===== config.mk =====
export PLATFORM = sky130hd
export DESIGN_NAME = ualign_top
export DESIGN_NICKNAME = d
export VERILOG_FILES = /design/src/rtl/ualign_pkg.sv /design/src/rtl/ualign_decode.sv /design/src/rtl/ualign_merge.sv /design/src/rtl/ualign_lat_timer.sv /design/src/rtl/ualign_top.sv
export SDC_FILE = /design/constraint.sdc
export NUM_CORES = 1
export LEC_CHECK = 0
export BUFFER_PORTS_ARGS = -buffer_cell sky130_fd_sc_hd__buf_2
export CORE_UTILIZATION = 30
export DETAILED_ROUTE_END_ITERATION = 8
export GPL_ROUTABILITY_DRIVEN = 0
export PLACE_DENSITY = 0.56
export SETUP_SLACK_MARGIN = 0.3
export SYNTH_ARGS = -nofsm -noshare
export SYNTH_HDL_FRONTEND = slang
export SYNTH_HIERARCHICAL = 1
export SYNTH_SLANG_ARGS = --single-unit

===== constraint.sdc =====
create_clock -name clk -period 1.9 [get_ports clk]
set_clock_uncertainty 0.15 [all_clocks]
set_input_delay 0.095 -clock clk [delete_from_list [all_inputs] [get_ports clk]]
set_output_delay 0.095 -clock clk [all_outputs]
set_load 0.05 [all_outputs]

===== src/rtl/ualign_pkg.sv =====
package ualign_pkg;

  localparam int unsigned WORD_W = 32;
  localparam int unsigned BE_W   = WORD_W / 8;

  typedef enum logic [3:0] {
    OP_LBU = 4'd0,
    OP_LHU = 4'd1,
    OP_LWL = 4'd2,
    OP_LWR = 4'd3,
    OP_LB  = 4'd4,
    OP_LH  = 4'd5,
    OP_LW  = 4'd6,
    OP_SB  = 4'd8,
    OP_SH  = 4'd9,
    OP_SW  = 4'd10,
    OP_SWL = 4'd11,
    OP_SWR = 4'd12
  } ua_op_e;

  typedef enum logic [2:0] {
    ST_IDLE,
    ST_REQ,
    ST_RSP,
    ST_TAS_REQ,
    ST_TAS_RSP,
    ST_WAIT,
    ST_RES
  } ua_state_e;

  typedef struct packed {
    logic              wb;
    logic              fault;
    logic              err;
    logic [WORD_W-1:0] data;
  } ua_res_t;

endpackage


===== src/rtl/ualign_decode.sv =====
module ualign_decode
  import ualign_pkg::*;
#(
  parameter int unsigned AW = 16
) (
  input  logic [3:0]        op,
  input  logic [AW-1:0]     addr,
  input  logic [WORD_W-1:0] src,
  output logic              fault,
  output logic              is_store,
  output logic              is_tas,
  output logic [AW-1:0]     word_addr,
  output logic [WORD_W-1:0] st_data,
  output logic [BE_W-1:0]   st_be
);

  logic [1:0] lane;
  assign lane      = addr[1:0];
  assign word_addr = {addr[AW-1:2], 2'b00};

  always_comb begin
    fault    = 1'b0;
    is_store = 1'b0;
    is_tas   = 1'b0;
    st_data  = '0;
    st_be    = '0;
    case (op)
      OP_LBU, OP_LB, OP_LWL, OP_LWR: fault = 1'b0;
      OP_LHU, OP_LH:                 fault = lane[0];
      OP_LW: begin
        // lane 01 is the test-and-set form; lanes 10/11 are misaligned
        fault  = lane[1];
        is_tas = (lane == 2'b01);
      end
      OP_SB: begin
        is_store = 1'b1;
        st_data  = {{(WORD_W-8){1'b0}}, src[7:0]} << {lane, 3'b000};
        st_be    = BE_W'(1) << lane;
      end
      OP_SH: begin
        is_store = 1'b1;
        fault    = lane[0];
        st_data  = {{(WORD_W-16){1'b0}}, src[15:0]} << {lane[1], 4'b0000};
        st_be    = BE_W'(3) << {lane[1], 1'b0};
      end
      OP_SW: begin
        is_store = 1'b1;
        fault    = |lane;
        st_data  = src;
        st_be    = '1;
      end
      OP_SWL, OP_SWR: fault = 1'b1;
      default:        fault = 1'b1;
    endcase
  end

endmodule


===== src/rtl/ualign_merge.sv =====
module ualign_merge
  import ualign_pkg::*;
(
  input  logic [3:0]        op,
  input  logic [1:0]        lane,
  input  logic [WORD_W-1:0] rdata,
  input  logic [WORD_W-1:0] old,
  output logic [WORD_W-1:0] result
);

  logic [4:0]        up_sh;
  logic [4:0]        dn_sh;
  logic [7:0]        sel_b;
  logic [15:0]       sel_h;
  logic [WORD_W-1:0] keep_lo;
  logic [WORD_W-1:0] keep_hi;

  assign up_sh   = {lane, 3'b000};
  assign dn_sh   = {~lane, 3'b000};
  assign sel_b   = 8'(rdata >> up_sh);
  assign sel_h   = lane[1] ? rdata[31:16] : rdata[15:0];
  assign keep_lo = ~({WORD_W{1'b1}} << up_sh);
  // 0xFFFFFF00 << (24 - dn_sh) equals 0xFFFFFF00 << up_sh
  assign keep_hi = 32'hFFFF_FF00 << up_sh;

  always_comb begin
    case (op)
      OP_LBU:  result = {{(WORD_W-8){1'b0}}, sel_b};
      OP_LB:   result = {{(WORD_W-8){sel_b[7]}}, sel_b};
      OP_LHU:  result = {{(WORD_W-16){1'b0}}, sel_h};
      OP_LH:   result = {{(WORD_W-16){sel_h[15]}}, sel_h};
      OP_LWL:  result = (old & keep_lo) | (rdata << up_sh);
      OP_LWR:  result = (old & keep_hi) | ((rdata >> dn_sh) & ~keep_hi);
      OP_LW:   result = rdata;
      default: result = '0;
    endcase
  end

endmodule


===== src/rtl/ualign_lat_timer.sv =====
module ualign_lat_timer #(
  parameter int unsigned UC_LAT = 3
) (
  input  logic clk,
  input  logic rst_n,
  input  logic start,
  output logic expired
);

  generate
    if (UC_LAT > 1) begin : g_cnt
      localparam int unsigned      CW   = $clog2(UC_LAT + 1);
      localparam logic [CW-1:0]    LOAD = CW'(UC_LAT - 2);
      logic [CW-1:0] cnt;

      always_ff @(posedge clk) begin
        if (!rst_n)          cnt <= '0;
        else if (start)      cnt <= LOAD;
        else if (cnt != '0)  cnt <= cnt - 1'b1;
      end

      assign expired = (cnt == '0);

      p_cnt_bound_r10: assert property (@(posedge clk) disable iff (!rst_n)
        cnt <= LOAD);
      p_cnt_falls_r10: assert property (@(posedge clk) disable iff (!rst_n)
        (!start && cnt != '0) |=> cnt == $past(cnt) - 1'b1);
    end else begin : g_none
      assign expired = 1'b1;
    end
  endgenerate

endmodule


===== src/rtl/ualign_top.sv =====
module ualign_top
  import ualign_pkg::*;
#(
  parameter int unsigned AW     = 16,
  parameter int unsigned UC_LAT = 3
) (
  input  logic              clk,
  input  logic              rst_n,
  input  logic              in_valid,
  output logic              in_ready,
  input  logic [3:0]        in_op,
  input  logic [AW-1:0]     in_addr,
  input  logic [WORD_W-1:0] in_reg,
  output logic              mem_req_valid,
  input  logic              mem_req_ready,
  output logic              mem_req_we,
  output logic [AW-1:0]     mem_req_addr,
  output logic [WORD_W-1:0] mem_req_wdata,
  output logic [BE_W-1:0]   mem_req_be,
  input  logic              mem_rsp_valid,
  input  logic [WORD_W-1:0] mem_rsp_rdata,
  input  logic              mem_rsp_err,
  output logic              res_valid,
  input  logic              res_ready,
  output logic              res_wb_en,
  output logic [WORD_W-1:0] res_data,
  output logic              res_fault,
  output logic              res_err
);

  localparam ua_state_e AFTER_LD = (UC_LAT > 1) ? ST_WAIT : ST_RES;

  ua_state_e         st;
  logic [3:0]        op_q;
  logic [1:0]        lane_q;
  logic [WORD_W-1:0] reg_q;
  logic              store_q;
  logic              tas_q;
  logic [AW-1:0]     waddr_q;
  logic [WORD_W-1:0] sdata_q;
  logic [BE_W-1:0]   sbe_q;
  ua_res_t           res_q;

  logic              dec_fault;
  logic              dec_store;
  logic              dec_tas;
  logic [AW-1:0]     dec_waddr;
  logic [WORD_W-1:0] dec_sdata;
  logic [BE_W-1:0]   dec_sbe;
  logic [WORD_W-1:0] merged;
  logic              ld_done;
  logic              lat_expired;

  ualign_decode #(.AW(AW)) u_decode (
    .op        (in_op),
    .addr      (in_addr),
    .src       (in_reg),
    .fault     (dec_fault),
    .is_store  (dec_store),
    .is_tas    (dec_tas),
    .word_addr (dec_waddr),
    .st_data   (dec_sdata),
    .st_be     (dec_sbe)
  );

  ualign_merge u_merge (
    .op     (op_q),
    .lane   (lane_q),
    .rdata  (mem_rsp_rdata),
    .old    (reg_q),
    .result (merged)
  );

  // A load finishes with a writeback: plain load, TAS that found bit 0 set,
  // or the closing write of a TAS.
  assign ld_done =
      (st == ST_RSP && mem_rsp_valid && !mem_rsp_err && !store_q &&
       !(tas_q && !mem_rsp_rdata[0])) ||
      (st == ST_TAS_RSP && mem_rsp_valid && !mem_rsp_err);

  ualign_lat_timer #(.UC_LAT(UC_LAT)) u_timer (
    .clk     (clk),
    .rst_n   (rst_n),
    .start   (ld_done),
    .expired (lat_expired)
  );

  always_ff @(posedge clk) begin
    if (!rst_n) begin
      st      <= ST_IDLE;
      op_q    <= '0;
      lane_q  <= '0;
      reg_q   <= '0;
      store_q <= 1'b0;
      tas_q   <= 1'b0;
      waddr_q <= '0;
      sdata_q <= '0;
      sbe_q   <= '0;
      res_q   <= '0;
    end else begin
      case (st)
        ST_IDLE: begin
          if (in_valid) begin
            op_q    <= in_op;
            lane_q  <= in_addr[1:0];
            reg_q   <= in_reg;
            store_q <= dec_store;
            tas_q   <= dec_tas;
            waddr_q <= dec_waddr;
            sdata_q <= dec_sdata;
            sbe_q   <= dec_sbe;
            res_q   <= '0;
            if (dec_fault) begin
              res_q.fault <= 1'b1;
              st          <= ST_RES;
            end else begin
              st <= ST_REQ;
            end
          end
        end
        ST_REQ: begin
          if (mem_req_ready) st <= ST_RSP;
        end
        ST_RSP: begin
          if (mem_rsp_valid) begin
            if (mem_rsp_err) begin
              res_q.err <= 1'b1;
              st        <= ST_RES;
            end else if (store_q) begin
              st <= ST_RES;
            end else if (tas_q) begin
              if (mem_rsp_rdata[0]) begin
                res_q.data <= '0;
                res_q.wb   <= 1'b1;
                st         <= AFTER_LD;
              end else begin
                res_q.data <= WORD_W'(1);
                st         <= ST_TAS_REQ;
              end
            end else begin
              res_q.data <= merged;
              res_q.wb   <= 1'b1;
              st         <= AFTER_LD;
            end
          end
        end
        ST_TAS_REQ: begin
          if (mem_req_ready) st <= ST_TAS_RSP;
        end
        ST_TAS_RSP: begin
          if (mem_rsp_valid) begin
            if (mem_rsp_err) begin
              res_q.err <= 1'b1;
              st        <= ST_RES;
            end else begin
              res_q.wb <= 1'b1;
              st       <= AFTER_LD;
            end
          end
        end
        ST_WAIT: begin
          if (lat_expired) st <= ST_RES;
        end
        ST_RES: begin
          if (res_ready) st <= ST_IDLE;
        end
        default: st <= ST_IDLE;
      endcase
    end
  end

  assign in_ready      = (st == ST_IDLE);
  assign mem_req_valid = (st == ST_REQ) || (st == ST_TAS_REQ);
  assign mem_req_we    = (st == ST_TAS_REQ) || store_q;
  assign mem_req_addr  = waddr_q;
  assign mem_req_wdata = (st == ST_TAS_REQ) ? WORD_W'(1) : sdata_q;
  assign mem_req_be    = (st == ST_TAS_REQ) ? '1 : (store_q ? sbe_q : '0);
  assign res_valid     = (st == ST_RES);
  assign res_wb_en     = res_q.wb;
  assign res_data      = res_q.data;
  assign res_fault     = res_q.fault;
  assign res_err       = res_q.err;

  p_req_hold_r11: assert property (@(posedge clk) disable iff (!rst_n)
    (mem_req_valid && !mem_req_ready) |=>
      (mem_req_valid && $stable(mem_req_addr) && $stable(mem_req_wdata) &&
       $stable(mem_req_be) && $stable(mem_req_we)));

  p_res_hold_r11: assert property (@(posedge clk) disable iff (!rst_n)
    (res_valid && !res_ready) |=>
      (res_valid && $stable(res_data) && $stable(res_wb_en) &&
       $stable(res_fault) && $stable(res_err)));

  p_res_once_r11: assert property (@(posedge clk) disable iff (!rst_n)
    (res_valid && res_ready) |=> !res_valid);

  p_fault_nowb_r6: assert property (@(posedge clk) disable iff (!rst_n)
    (res_valid && res_fault) |-> (!res_wb_en && !res_err));

  p_fault_noreq_r6: assert property (@(posedge clk) disable iff (!rst_n)
    (in_valid && in_ready && dec_fault) |=> !mem_req_valid);

  p_err_nowb_r9: assert property (@(posedge clk) disable iff (!rst_n)
    (res_valid && res_err) |-> !res_wb_en);

  p_store_nowb_r7: assert property (@(posedge clk) disable iff (!rst_n)
    (res_valid && store_q) |-> !res_wb_en);

  p_word_addr_r5: assert property (@(posedge clk) disable iff (!rst_n)
    mem_req_valid |-> (mem_req_addr[1:0] == 2'b00));

endmodule


# --- Word-level counts from Yosys, hierarchy flattened ---
# Cells that the tools add are included.
totals:
  ff_bits: 130
  inputBits: 91
  output_inout_bits: 91
  word_cells: 144
classes:
  addsub: 1
  n_shift: 9
  n_mux: 45
  bitwise_logic: 9
  n_reduce_logical: 32
  n_eq_ne: 33
ops:
  columns: ["operator", "n"]
  rows:
  - ["case mux 32 bit (7 select lines)", 1]
  - ["two-way mux 32 bit", 4]
  - ["AND 32 bit", 3]
  - ["case mux 32 bit (3 select lines)", 1]
  - ["NOT 32 bit", 2]
  - ["bitwise OR 32 bit", 2]
  - ["case mux 32 bit (2 select lines)", 1]
  - ["<< shifter 32 x 5 -> 32 bit, first input constant", 2]
  - ["two-way mux 3 bit", 12]
  - ["two-way mux 35 bit", 1]
  - ["two-way mux 33 bit", 1]
  - ["<< shifter 16 x 5 -> 32 bit", 1]
  - ["<< shifter 32 x 5 -> 32 bit", 1]
  - ["<< shifter 8 x 5 -> 32 bit", 1]
  - [">> shifter 32 x 5 -> 32 bit", 1]
  - [">> shifter 32 x 5 -> 8 bit", 1]
  - ["equality test 4 x 3 -> 1 bit, second input constant", 6]
  - ["case mux 3 bit (7 select lines)", 1]
  - ["!= test 2 bit, second input constant", 9]
  - ["equality test 4 x 2 -> 1 bit, second input constant", 4]
  - ["two-way mux 16 bit", 1]
  - ["two-way mux 1 bit", 15]
  - ["equality test 4 bit, second input constant", 3]
  - ["case mux 4 bit (3 select lines)", 1]
  - ["32 further kinds", 54]

# --- Depth between registers and ports, before layout ---
# Gate-level depths: netlist (run 1).
depth:
  ltp_word: 10
  depth_mapped: 10
  mapped_depth_nobuf: 8

# --- Hierarchy ---
# The synthesis (run 1) kept the hierarchy.
by_module_without_submodules:
  columns: ["module", "instances", "area_each_um2", "cells_per_inst"]
  rows:
  - ["ualign_top", 1, 5117.4, 652]
  - ["ualign_merge", 1, 1960.6, 237]
  - ["ualign_decode", 1, 742.0, 92]
  - ["ualign_lat_timer", 1, 113.9, 11]

# --- Worst setup path after synthesis (run 1) ---
# Ideal clock, no wire load.
synth_path:
  path_type: "register to output"
  start: "reg st[0]"
  end: "out mem_req_be[0]"
  path_slack_ns: -0.443
  path_stages_with_launch: 6
  t_arrival_ns: 2.098
  path_cell_list: "dfxtp_1 inv_2 nor2_1 nand2_1 clkbuf_1 nand2_1"
synth_between:
  elab_chain_cells: 2
synth_rtl:
  columns: ["element", "line_no", "rtl"]
  rows:
  - ["from (decl)", "ualign_top.sv:33", "ua_state_e st;"]
  - ["from (signal assigned)", "ualign_top.sv:90", "st <= ST_IDLE;"]
  - ["from (signal assigned)", "ualign_top.sv:115", "st <= ST_RES;"]
  - ["from (signal assigned)", "ualign_top.sv:117", "st <= ST_REQ;"]
  - ["equality test 3 x 2 -> 1 bit", "ualign_top.sv:177", "assign mem_req_be = (st == ST_TAS_REQ) ? '1 : (store_q ? sbe_q : '0);"]
  - ["two-way mux 4 bit", "ualign_top.sv:177", null]
  - ["to (decl)", "ualign_top.sv:19", "output logic [BE_W-1:0] mem_req_be,"]
# Every way passes these cells.

# --- Final worst setup path (run 1) ---
layout_path:
  start: "reg st[2]"
  end: "reg sdata_q[4]"
layout_between:
  elab_chain_cells: 2
layout_rtl:
  columns: ["element", "line_no", "rtl"]
  rows:
  - ["logical NOT 3 bit", "ualign_top.sv:101", "case (st)"]
  - ["AND reduction 2 bit (no line)", null, null]
  - ["to (signal assigned)", "ualign_top.sv:110", "sdata_q <= dec_sdata;"]
  - ["to (decl)", "ualign_top.sv:40", "logic [WORD_W-1:0] sdata_q;"]
# Every way passes these cells.
# A chain may end at the register's enable or synchronous reset.

==> run_results.csv, run 1 <==
group,metric,value,unit
floorplan,core.rowCount,59,
worst_setup_path,slowest_delay,0.35,ns
clock_tree,clock-sinks,132,
route,ant_nets,0,
synth,synth_cell_types,76,
grt,grt_max_degree,87,
cells_and_area,multiInputGateArea,5700,um^2
synth,synth_edf_count,0,
clock_tree,clk_pin_slew_worst_paths,0.07,ns
worst_setup_path,cp.buffers_inverters,8,
power_and_ir_drop,vdd_ir_drop_max,1.16,mV
floorplan,coreArea,26000,um^2
synth,synth_top_area_share,33.3,%
grt,grt_overflow_total,0,
timing,min_period,2.00,ns
timing,final_hold_viol_count,0,
synth,syn_inst,992,
timing,timing.slew.headroom,54.4,%
power_and_ir_drop,power_density,1100,nW/um^2
synth,synth_area_leaders,"dfxtp_1, nand2_1, a21oi_1",
min_path,min_path_type,"in -> reg",
route,first_pass_iters,6,
cells_and_area,fillerInstances,2324,
cells_and_area,syn2layout_area_growth,70.3,%
worst_setup_path,worst_path_most_repeated_cell,"buf_6",
worst_setup_path,crit_chain,"buf_6 -> buf_6 -> buf_6 -> nor3_4 -> buf_4 -> buf_6 -> and2_4 -> buf_6 -> buf_12 -> clkbuf_16 -> nand2_2 -> a21oi_1",
floorplan,die-width,165,um
worst_setup_path,cp_data_arrival_time,2.22,ns
worst_setup_path,cp-start-kind,"flop",
power_and_ir_drop,power_leakage,5.63,nW
status,status,"finished with violations",
synth,synth.avg_cell_area,8.00,um^2
route,wire_per_inst,21.5,um
timing,setup_ws,-0.104,ns
worst_setup_path,reg2reg_depth,12,
synth,yosysTopAreaCell,"dfxtp_1",
clock_tree,cts_buffers,17,
timing,rsz0062_at_grt,"yes",
timing,finalSetupViolations,109,
synth,synth_area,7930,um^2
synth,ys_seq_area_share,33.3,%
synth,synth-main-ff-cell,"dfxtp_1",
timing,post-route-period-util,105,%
cells_and_area,n_antenna_cell,0,
worst_setup_path,crit_family,"buffers and inverters",
placed_design,port_buffers,181,
cells_and_area,final_nets,1412,
placed_design,hpwl,20.6,mm
worst_setup_path,path_max_fanout,4,
worst_setup_path,cp_slowest_cell,"dfxtp_4",
placed_design,placedCellCount,1501,
floorplan,die-area,27100,um^2
grt,grt_pass1_vias,8783,
floorplan,ioPinCount,182,
cells_and_area,seqCellArea,2670,um^2
status,violations,"setup timing",
route,wirelength,35.8,mm
route,num_vias,9293,
grt,antenna_found_initial,0,
grt,track_usage,24.9,%
synth,async_flop_share,0,%
clock_tree,insertion_delay,0.43,ns
timing,worstMarginPinSlew,0.685,ns
cells_and_area,final_common_cell,"nand2_1",
route,drt_iter0_drc,831,
clock_tree,root_buffer,"clkbuf_16",
worst_setup_path,path_class,"reg -> reg",
placed_design,post_dp_cell_area,9610,um^2
grt,grt_pass1_wl,51.0,mm
timing,final_max_slew_viol_count,0,
clock_tree,cts_tree,"done",
timing,fmax,499,MHz
cells_and_area,final_layout_size_suffix_gt1_share,47.9,%
route,vias_per_cell,5.57,
cells_and_area,layout_common_cells,"nand2_1, buf_2, dfxtp_1",
floorplan,start_util,30.5,%
timing,tns,-5.00,ns
clock_tree,cts.path.max_buffers,2,
worst_setup_path,cp_num_cells,12,
synth,ys_warn_count,6,
run,drv_cap,0,
synth,yosys_register_bits,132,
route,drc,0,
min_path,min_path_cells,5,
cells_and_area,finalNonFillerCells,1667,
clock_tree,ctsHtreeMaxLevel,4,
cells_and_area,fin_area,13500,um^2
worst_setup_path,cp-end-kind,"flop",
floorplan,die_h,165,um
worst_setup_path,worstPathRequired,2.12,ns
[registers in the layout (all words and copies together) (netlist names)]
name and flops:
u_timer/g_cnt.cnt 2, store_q 1, res_wb_en 1, reg_q 32, tas_q 1, res_fault 1, sbe_q 4, sdata_q 32
lane_q 2, mem_req_addr 16, res_err 1, op_q 4, res_data 32, st 3
[synthesized netlist by cell type, types with 3 or more instances]
library cell and n:
mux2i_1 31, nand3_1 61, inv_1 9, buf_4 26, nand2_1 261, o211ai_1 8
a211o_1 4, mux4_2 22, nor2b_1 5, clkbuf_1 26, nor3b_1 14, and4bb_2 3
o21ai_0 13, nor2_1 13, a211oi_1 3, nor3_1 3, buf_2 31, a21oi_1 136
a221o_1 12, a22oi_1 35, buf_6 14, and2_1 31, nand2b_1 7, nand4_1 3
a22o_1 16, dfxtp_1 132, a31oi_1 3, and2_0 8, inv_2 3
[what timing repair did]
item,in CTS,in global routing
hold buffers,59,0
buffers inserted,33,10
gates resized for setup,216,195
setup endpoints to repair,170,172
pin swaps,36,99
gates cloned,22,10
hold endpoints to repair,89,0
[power by group]
| group | switching, mW | internal [mW] | total, mW |
|---|---|---|---|
| combinational | 4.23 | 4.02 | 8.25 |
| sequential | 0.326 | 3.14 | 3.46 |
| clock | 1.47 | 1.74 | 3.21 |
[per-layer routing]
layer	global-route usage [%]	wire (um)	up-vias	part of all wire (%)
met5	0	0	-	0
met4	10.4	1540	0	4.3
met3	4.70	2690	104	7.5
met2	41.3	17200	456	48
met1	31.6	14400	4559	40
li1	-	-	4174	-
[cell families (layout without fill, tap and decap cells)]
kind of cell / Yosys count / in the layout / synth area share, %
xor gates and xnor gates: 1 / 1 / 0.110
muxes: 54 / 54 / 10.3
adders and majority gates: 2 / 2 / 0.315
buffers and inverters: 109 / 447 / 8.20
AOI/OAI and AO/OA: 258 / 258 / 21.1
DFF: 132 / 132 / 33.3
other: 1 / 2 / 0.0473
and+or+nand+nor: 435 / 436 / 26.7
[worst register-to-register path, stage by stage (launching register included)]
cell and delay, ns:
dfxtp_4 0.35, buf_6 0.12, buf_6 0.10, buf_6 0.11
nor3_4 0.15, buf_4 0.15, buf_6 0.09, and2_4 0.16
buf_6 0.11, buf_12 0.11, clkbuf_16 0.15, nand2_2 0.05
a21oi_1 0.13
[area by class of cell]
| cell class | instances | area share, % |
|---|---|---|
| Sequential cell | 132 | 19.8 |
| Tap cell | 335 | 3.10 |
| Clock inverter | 14 | 0.861 |
| Inverter | 12 | 0.343 |
| Multi-Input combinational cell | 753 | 42.2 |
| Timing Repair Buffer | 403 | 30.5 |
| Clock buffer | 18 | 3.25 |
[per-stage QoR]
stage               worst slack (ns)  total power, mW  hold WS (ns)  util, %
floorplan                     0.0210             6.92        0.0625        -
global placement              -0.134             8.32         0.186     37.0
detailed placement            -0.180             8.34         0.192     37.0
CTS                          -0.0735             13.7       0.00197     47.8
global route                  -0.171             15.5        0.0485     52.0
finish                        -0.104             14.9        0.0245     52.0
[worst paths after layout]
check                                 startpoint      endpoint  slack [ns]
worst min-delay path            mem_rsp_rdata[7]   res_data[7]        0.02
worst min register to register      res_data[23]  res_data[23]        0.30
worst max register to register             st[2]    sdata_q[4]       -0.10
worst max-delay path                       st[2]    sdata_q[4]       -0.10
Power figures use the tool's default switching activity.
==> run 2, diff against run 1 <==
CORE_UTILIZATION = 46   (was 30)
PLACE_DENSITY = 0.77   (was 0.56)
==> run_results.csv, run 2 <==
group,metric,value,unit
synth,synthTopCellsByCount,"nand2_1, a21oi_1, dfxtp_1",
synth,ys_warn_count,6,
grt,grt_max_degree,94,
synth,synth_area_leaders,"dfxtp_1, nand2_1, a21oi_1",
clock_tree,cts.path.max_buffers,2,
synth,synth_area,7930,um^2
floorplan,ioPinCount,182,
synth,synth_most_common_cell,"nand2_1",
synth,ys_seq_area_share,33.3,%
grt,track_usage,68.1,%
floorplan,core.rowCount,47,
floorplan,die_h,133,um
floorplan,start_util,47.5,%
status,haltStage,"global routing",
status,status,"aborted with a tool error",
synth,syn_inst,992,
grt,grt_overflow_total,6,
floorplan,die-width,133,um
timing,worstEpCategory,"register input",
synth,synth_top_area_share,33.3,%
synth,synth_edf_count,0,
synth,synth_compound_area_share,21.1,%
synth,synth_cell_types,76,
synth,synthMuxAreaShare,10.3,%
clock_tree,clock-sinks,132,
synth,synth-xor-area-share,0.110,%
synth,synth.avg_cell_area,8.00,um^2
placed_design,placedCellCount,1367,
timing,worst_endpoint,"res_data[1]$_SDFFE_PN0P_/D",
synth,synth_top_family_by_area,"simple AND/OR/NAND/NOR gates",
synth,yosys_register_bits,132,
clock_tree,ctsHtreeMaxLevel,4,
synth,synth_fa_ha_area_share,0.315,%
clock_tree,root_buffer,"clkbuf_16",
synth,yosysTopAreaCell,"dfxtp_1",
placed_design,hpwl,17.7,mm
synth,synthSimpleGateAreaFrac,26.7,%
status,tool.error,"[ERROR GRT-0232] Routing congestion too high. Check the congestion heatmap in the GUI.",
placed_design,port_buffers,181,
synth,async_flop_share,0,%
clock_tree,cts_buffers,17,
synth,synth-main-ff-cell,"dfxtp_1",
[run 2: cell counts after synthesis]
Identical to the previous run, type by type.
[run 2: cells by family after synthesis]
kind of cell,after synthesis
other,1
and+or+nand+nor,435
buffers and inverters,109
adders and majority gates,2
xor gates and xnor gates,1
muxes,54
AOI/OAI and AO/OA,258
DFF,132
[run 2: routing by layer]
| metal | GRT overflow | track usage [%] |
|---|---|---|
| met1 | 0 | 68.3 |
| met2 | 3 | 86.7 |
| met3 | 0 | 50.9 |
| met4 | 3 | 68.9 |
| met5 | 0 | 7.50 |
[run 2: what timing repair did]
item / 4_1_cts
cloned: 30
setup buffers: 59
endpoints found under the setup margin: 172
hold buffers: 60
resized for setup: 336
pin swaps: 109
hold endpoints to repair: 91
[run 2: metrics by stage]
step	utilization [%]	worst slack (ns)	setup TNS [ns]	hold WS, ns	cell area (um^2)
floorplan	-	0.0210	0	0.0625	8180
global placement	56.2	-0.142	-0.913	0.184	9380
detailed placement	56.2	-0.187	-2.43	0.192	9380
CTS	77.9	-0.0643	-0.361	-0.162	13000
==> run 3, diff against run 2 <==
CORE_UTILIZATION = 31   (was 46)
PLACE_DENSITY = not set   (was 0.77)
PLACE_DENSITY_LB_ADDON = 0.15   (was not set)
SETUP_SLACK_MARGIN = not set   (was 0.3)
clock period = 2.5 ns   (was 1.9 ns; I/O delays follow)
==> run_results.csv, run 3 (synthesis gave the netlist of run 1 again) <==
group,metric,value,unit
floorplan,die_h,162,um
route,num_vias,8075,
power_and_ir_drop,power_density,831,nW/um^2
floorplan,die-area,26200,um^2
status,status,"completed",
timing,worstMarginPinSlew,0.622,ns
worst_setup_path,cp_data_arrival_time,2.00,ns
worst_setup_path,cp-end-kind,"primary output",
worst_setup_path,r2r_setup_slack,0.26,ns
timing,timing.slew.headroom,58.6,%
cells_and_area,fin_area,10100,um^2
worst_setup_path,path_max_fanout,37,
route,first_pass_iters,5,
clock_tree,clock-sinks,132,
route,drt_iter0_drc,731,
timing,setup_ws,0.222,ns
timing,min_period,2.28,ns
worst_setup_path,worstPathRequired,2.23,ns
floorplan,ioPinCount,182,
clock_tree,ctsHtreeMaxLevel,4,
route,drc,0,
clock_tree,insertion_delay,0.42,ns
worst_setup_path,slowest_delay,0.62,ns
timing,tns,0,ns
worst_setup_path,crit_family,"buffers and inverters",
worst_setup_path,cp.buffers_inverters,3,
worst_setup_path,r2r_end,"res_data[12]",
worst_setup_path,cp_slowest_cell,"dfxtp_1",
worst_setup_path,path_class,"reg -> out",
clock_tree,cts_tree,"done",
min_path,min_path_type,"in -> reg",
worst_setup_path,reg2reg_depth,6,
grt,track_usage,21.6,%
power_and_ir_drop,power_leakage,4.03,nW
clock_tree,clk_pin_slew_worst_paths,0.06,ns
grt,grt_overflow_total,0,
cells_and_area,final_layout_size_suffix_gt1_share,25.4,%
worst_setup_path,timing.rr.start,"lane_q[1]",
worst_setup_path,cp-start-kind,"flop",
route,wirelength,28.4,mm
placed_design,hpwl,20.0,mm
clock_tree,cts.path.max_buffers,2,
cells_and_area,final_nets,1281,
run,drv_cap,0,
route,vias_per_cell,5.28,
grt,grt_pass1_vias,7661,
placed_design,post_dp_cell_area,9050,um^2
floorplan,core.rowCount,58,
worst_setup_path,endpoint,"mem_req_wdata[9]",
worst_setup_path,crit_chain,"buf_4 -> nand2_1 -> buf_12 -> and2_1 -> buf_2",
cells_and_area,syn2layout_area_growth,27.8,%
timing,rsz0062_at_grt,"no",
cells_and_area,layout_common_cells,"nand2_1, buf_2, a21oi_1",
timing,final_max_slew_viol_count,0,
timing,post-route-period-util,91.1,%
placed_design,dpl_worst_slack,0.285,ns
worst_setup_path,crit_path_start,"st[1]",
timing,final_hold_viol_count,0,
grt,grt_max_degree,127,
placed_design,port_buffers,181,
grt,antenna_found_initial,0,
cells_and_area,final_common_cell,"nand2_1",
power_and_ir_drop,vdd_ir_drop_max,0.384,mV
route,ant_nets,0,
clock_tree,cts_buffers,17,
worst_setup_path,cp_num_cells,5,
floorplan,start_util,31.6,%
route,wire_per_inst,18.6,um
floorplan,die-width,162,um
timing,finalSetupViolations,0,
clock_tree,root_buffer,"clkbuf_16",
timing,fmax,439,MHz
grt,grt_pass1_wl,43.8,mm
floorplan,coreArea,25100,um^2
cells_and_area,n_antenna_cell,0,
-- run 3: worst min-delay path, delay by kind of cell --
kind,cells,cell delay [ns]
AO/OA/AOI/OAI,2,0.20
AND/OR/NAND/NOR,2,0.13
buffers and inverters,1,0.12
-- run 3: repair_timing --
action / CTS / global route
hold buffers: 54 / 0
resized for setup: 0 / 1
buffers inserted: 0 / 0
hold endpoints to repair: 74 / 0
endpoints found under the setup margin: 0 / 1
-- run 3: area by class of cell --
type                    instances  area, um^2
clock buffers                  19         433
clock inverters                11         108
fillers                      2692       15000
inverters                      12        46.3
multi-input cells             752        4650
flip-flops and latches        132        2650
well taps                     330         413
repair buffers                273        1840
-- run 3: per-stage QoR --
step           instances  hold slack [ns]  total power, mW  util, %
6_report            1529           0.0506             8.42     40.4
5_1_grt             1529           0.0683             8.89     40.4
4_1_cts             1529           0.0333             8.49     40.4
3_5_place_dp        1445            0.222             6.03     36.1
3_3_place_gp        1445            0.215             6.02     36.1
2_1_floorplan        993           0.0925             5.10        -
-- run 3: report_power, final --
group	switching, mW	total [mW]	internal, mW
clock network	1.00	2.37	1.36
logic	2.16	3.39	1.23
registers	0.295	2.67	2.37
total	3.46	8.42	4.96
-- run 3: how the worst min path moves through the flow --
stage,start,end,cells past startpoint
floorplan,rst_n,u_timer/g_cnt.cnt[0],1
global placement,in_addr[5],mem_req_addr[5],3
detailed placement,in_addr[5],mem_req_addr[5],3
CTS,mem_rsp_rdata[10],res_data[10],5
global route,mem_rsp_valid,u_timer/g_cnt.cnt[0],3
finish,mem_rsp_rdata[10],res_data[10],5
-- run 3: metal layers --
metal  wire [um]  share of wire (%)  vias to the layer above  global-route usage [%]
li1            -                  -                     3892                       -
met1       13000                 46                     3871                    29.0
met2       13200                 46                      276                    34.8
met3        1740                6.1                       36                    4.26
met4         477                1.7                        0                    6.69
met5           0                  0                        -                       0
==> run 4, diff against run 3 <==
CELL_PAD_IN_SITES_DETAIL_PLACEMENT = 1   (was not set)
CELL_PAD_IN_SITES_GLOBAL_PLACEMENT = 1   (was not set)
CORE_UTILIZATION = 40   (was 31)
==> run_results.csv, run 4 (synthesis gave the netlist of run 1 again) <==
group,metric,value,unit
clock_tree,ctsHtreeMaxLevel,4,
min_path,min_path_type,"in -> reg",
route,vias_per_cell,5.67,
worst_setup_path,cp_data_arrival_time,2.55,ns
placed_design,port_buffers,181,
grt,grt_overflow_total,0,
grt,grt_pass1_vias,8393,
cells_and_area,post-route-util,51.5,%
worst_setup_path,worstPathRequired,2.70,ns
timing,tns,0,ns
floorplan,die-width,143,um
route,first_pass_iters,5,
power_and_ir_drop,power_density,852,nW/um^2
timing,rsz0062_at_grt,"no",
power_and_ir_drop,power,8.54,mW
clock_tree,insertion_delay,0.43,ns
route,ant_nets,0,
placed_design,hpwl,19.4,mm
timing,min_period,2.34,ns
timing,post-route-period-util,93.8,%
clock_tree,cts_tree,"done",
route,drt_iter0_drc,629,
grt,grt_max_degree,127,
worst_setup_path,path_class,"reg -> reg",
floorplan,ioPinCount,182,
route,wirelength,29.1,mm
timing,timing.slew.headroom,60.0,%
run,drv_cap,0,
floorplan,start_util,40.8,%
timing,fmax,427,MHz
grt,track_usage,28.6,%
route,wire_per_inst,19.9,um
cells_and_area,syn2layout_area_growth,26.4,%
worst_setup_path,cp-end-kind,"flop",
status,status,"completed",
cells_and_area,final_common_cell,"nand2_1",
clock_tree,clock-sinks,132,
clock_tree,cts.path.max_buffers,2,
route,num_vias,8288,
timing,finalSetupViolations,0,
cells_and_area,fin_area,10000,um^2
floorplan,core.rowCount,51,
floorplan,die_h,143,um
grt,grt_pass1_wl,44.9,mm
placed_design,post_dp_cell_area,8900,um^2
timing,final_hold_viol_count,0,
timing,final_max_slew_viol_count,0,
floorplan,coreArea,19500,um^2
floorplan,die-area,20400,um^2
cells_and_area,final_nets,1276,
clock_tree,root_buffer,"clkbuf_16",
grt,antenna_found_initial,1,
cells_and_area,n_antenna_cell,0,
route,drc,0,
cells_and_area,fillerInstances,2403,
worst_setup_path,r2r_setup_slack,0.16,ns
worst_setup_path,cp-start-kind,"flop",
cells_and_area,final_layout_size_suffix_gt1_share,25.3,%
clock_tree,cts_buffers,17,
worst_setup_path,path_max_fanout,10,
timing,worstMarginPinSlew,0.595,ns
clock_tree,cts_setup_buffers,0,
clock_tree,clk_pin_slew_worst_paths,0.07,ns
power_and_ir_drop,power_leakage,4.02,nW
power_and_ir_drop,vdd_ir_drop_max,0.577,mV
cells_and_area,layout_common_cells,"nand2_1, buf_2, a21oi_1",
run 4: changes by cell type in the layout (fill, tap and decap cells not counted), moves of 2 or more:
cell / delta
clkinvlp_4: -2
inv_8: +3
buf_12: -3
clkbuf_1: -2
buf_4: -2
inv_6: +3
run 4: per-stage QoR:
step                      worst slack (ns)  hold slack [ns]  std cells
after floorplan                      0.127           0.0925        993
after global placement               0.348            0.215       1375
after detailed placement             0.262            0.222       1375
after CTS                           0.0446           0.0501       1461
after global routing                0.0158           0.0740       1461
final                                0.155           0.0570       1461
run 4: metal layers:
metal	up-vias	global-route usage, %	wire length, um
met5	-	0	9
met4	2	13.5	968
met3	77	5.23	1440
met2	265	49.2	14200
met1	4059	34.5	12500
li1	3885	-	-
run 4: timing repair:
item | CTS | global route
resized for setup | 0 | 1
hold buffers | 54 | 0
hold endpoints to repair | 73 | 0
setup endpoints to repair | 0 | 31
run 4: final timing paths:
path | start | endpoint | cells past startpoint
setup reg to reg | op_q[0] | res_data[6] | 7
setup / recovery | op_q[0] | res_data[6] | 7
hold reg to reg | res_data[4] | res_data[4] | 2
hold / removal | mem_rsp_valid | res_err | 5
run 4: critical path: stages, from the launching register on:
cell	delay [ns]
dfxtp_1	0.56
nand2b_1	0.31
nor3b_1	0.44
buf_4	0.26
a221o_1	0.15
a221o_1	0.14
nand3_1	0.09
a21oi_1	0.16
run 4: cell type report:
type	count	area (um^2)	share of cell area [%]
clock buffer	17	425	4.24
sequential	132	2650	26.4
clock inverter	15	164	1.63
tap	265	332	3.31
timing repair buffer	268	1770	17.6
multi-input combinational	752	4650	46.3
inverter	12	46.3	0.462
run 4: where the power goes:
part	internal [mW]	leakage, nW	switching (mW)
Clock	1.42	0.292	1.11
Combinational	1.19	2.66	2.16
Sequential	2.37	1.07	0.301
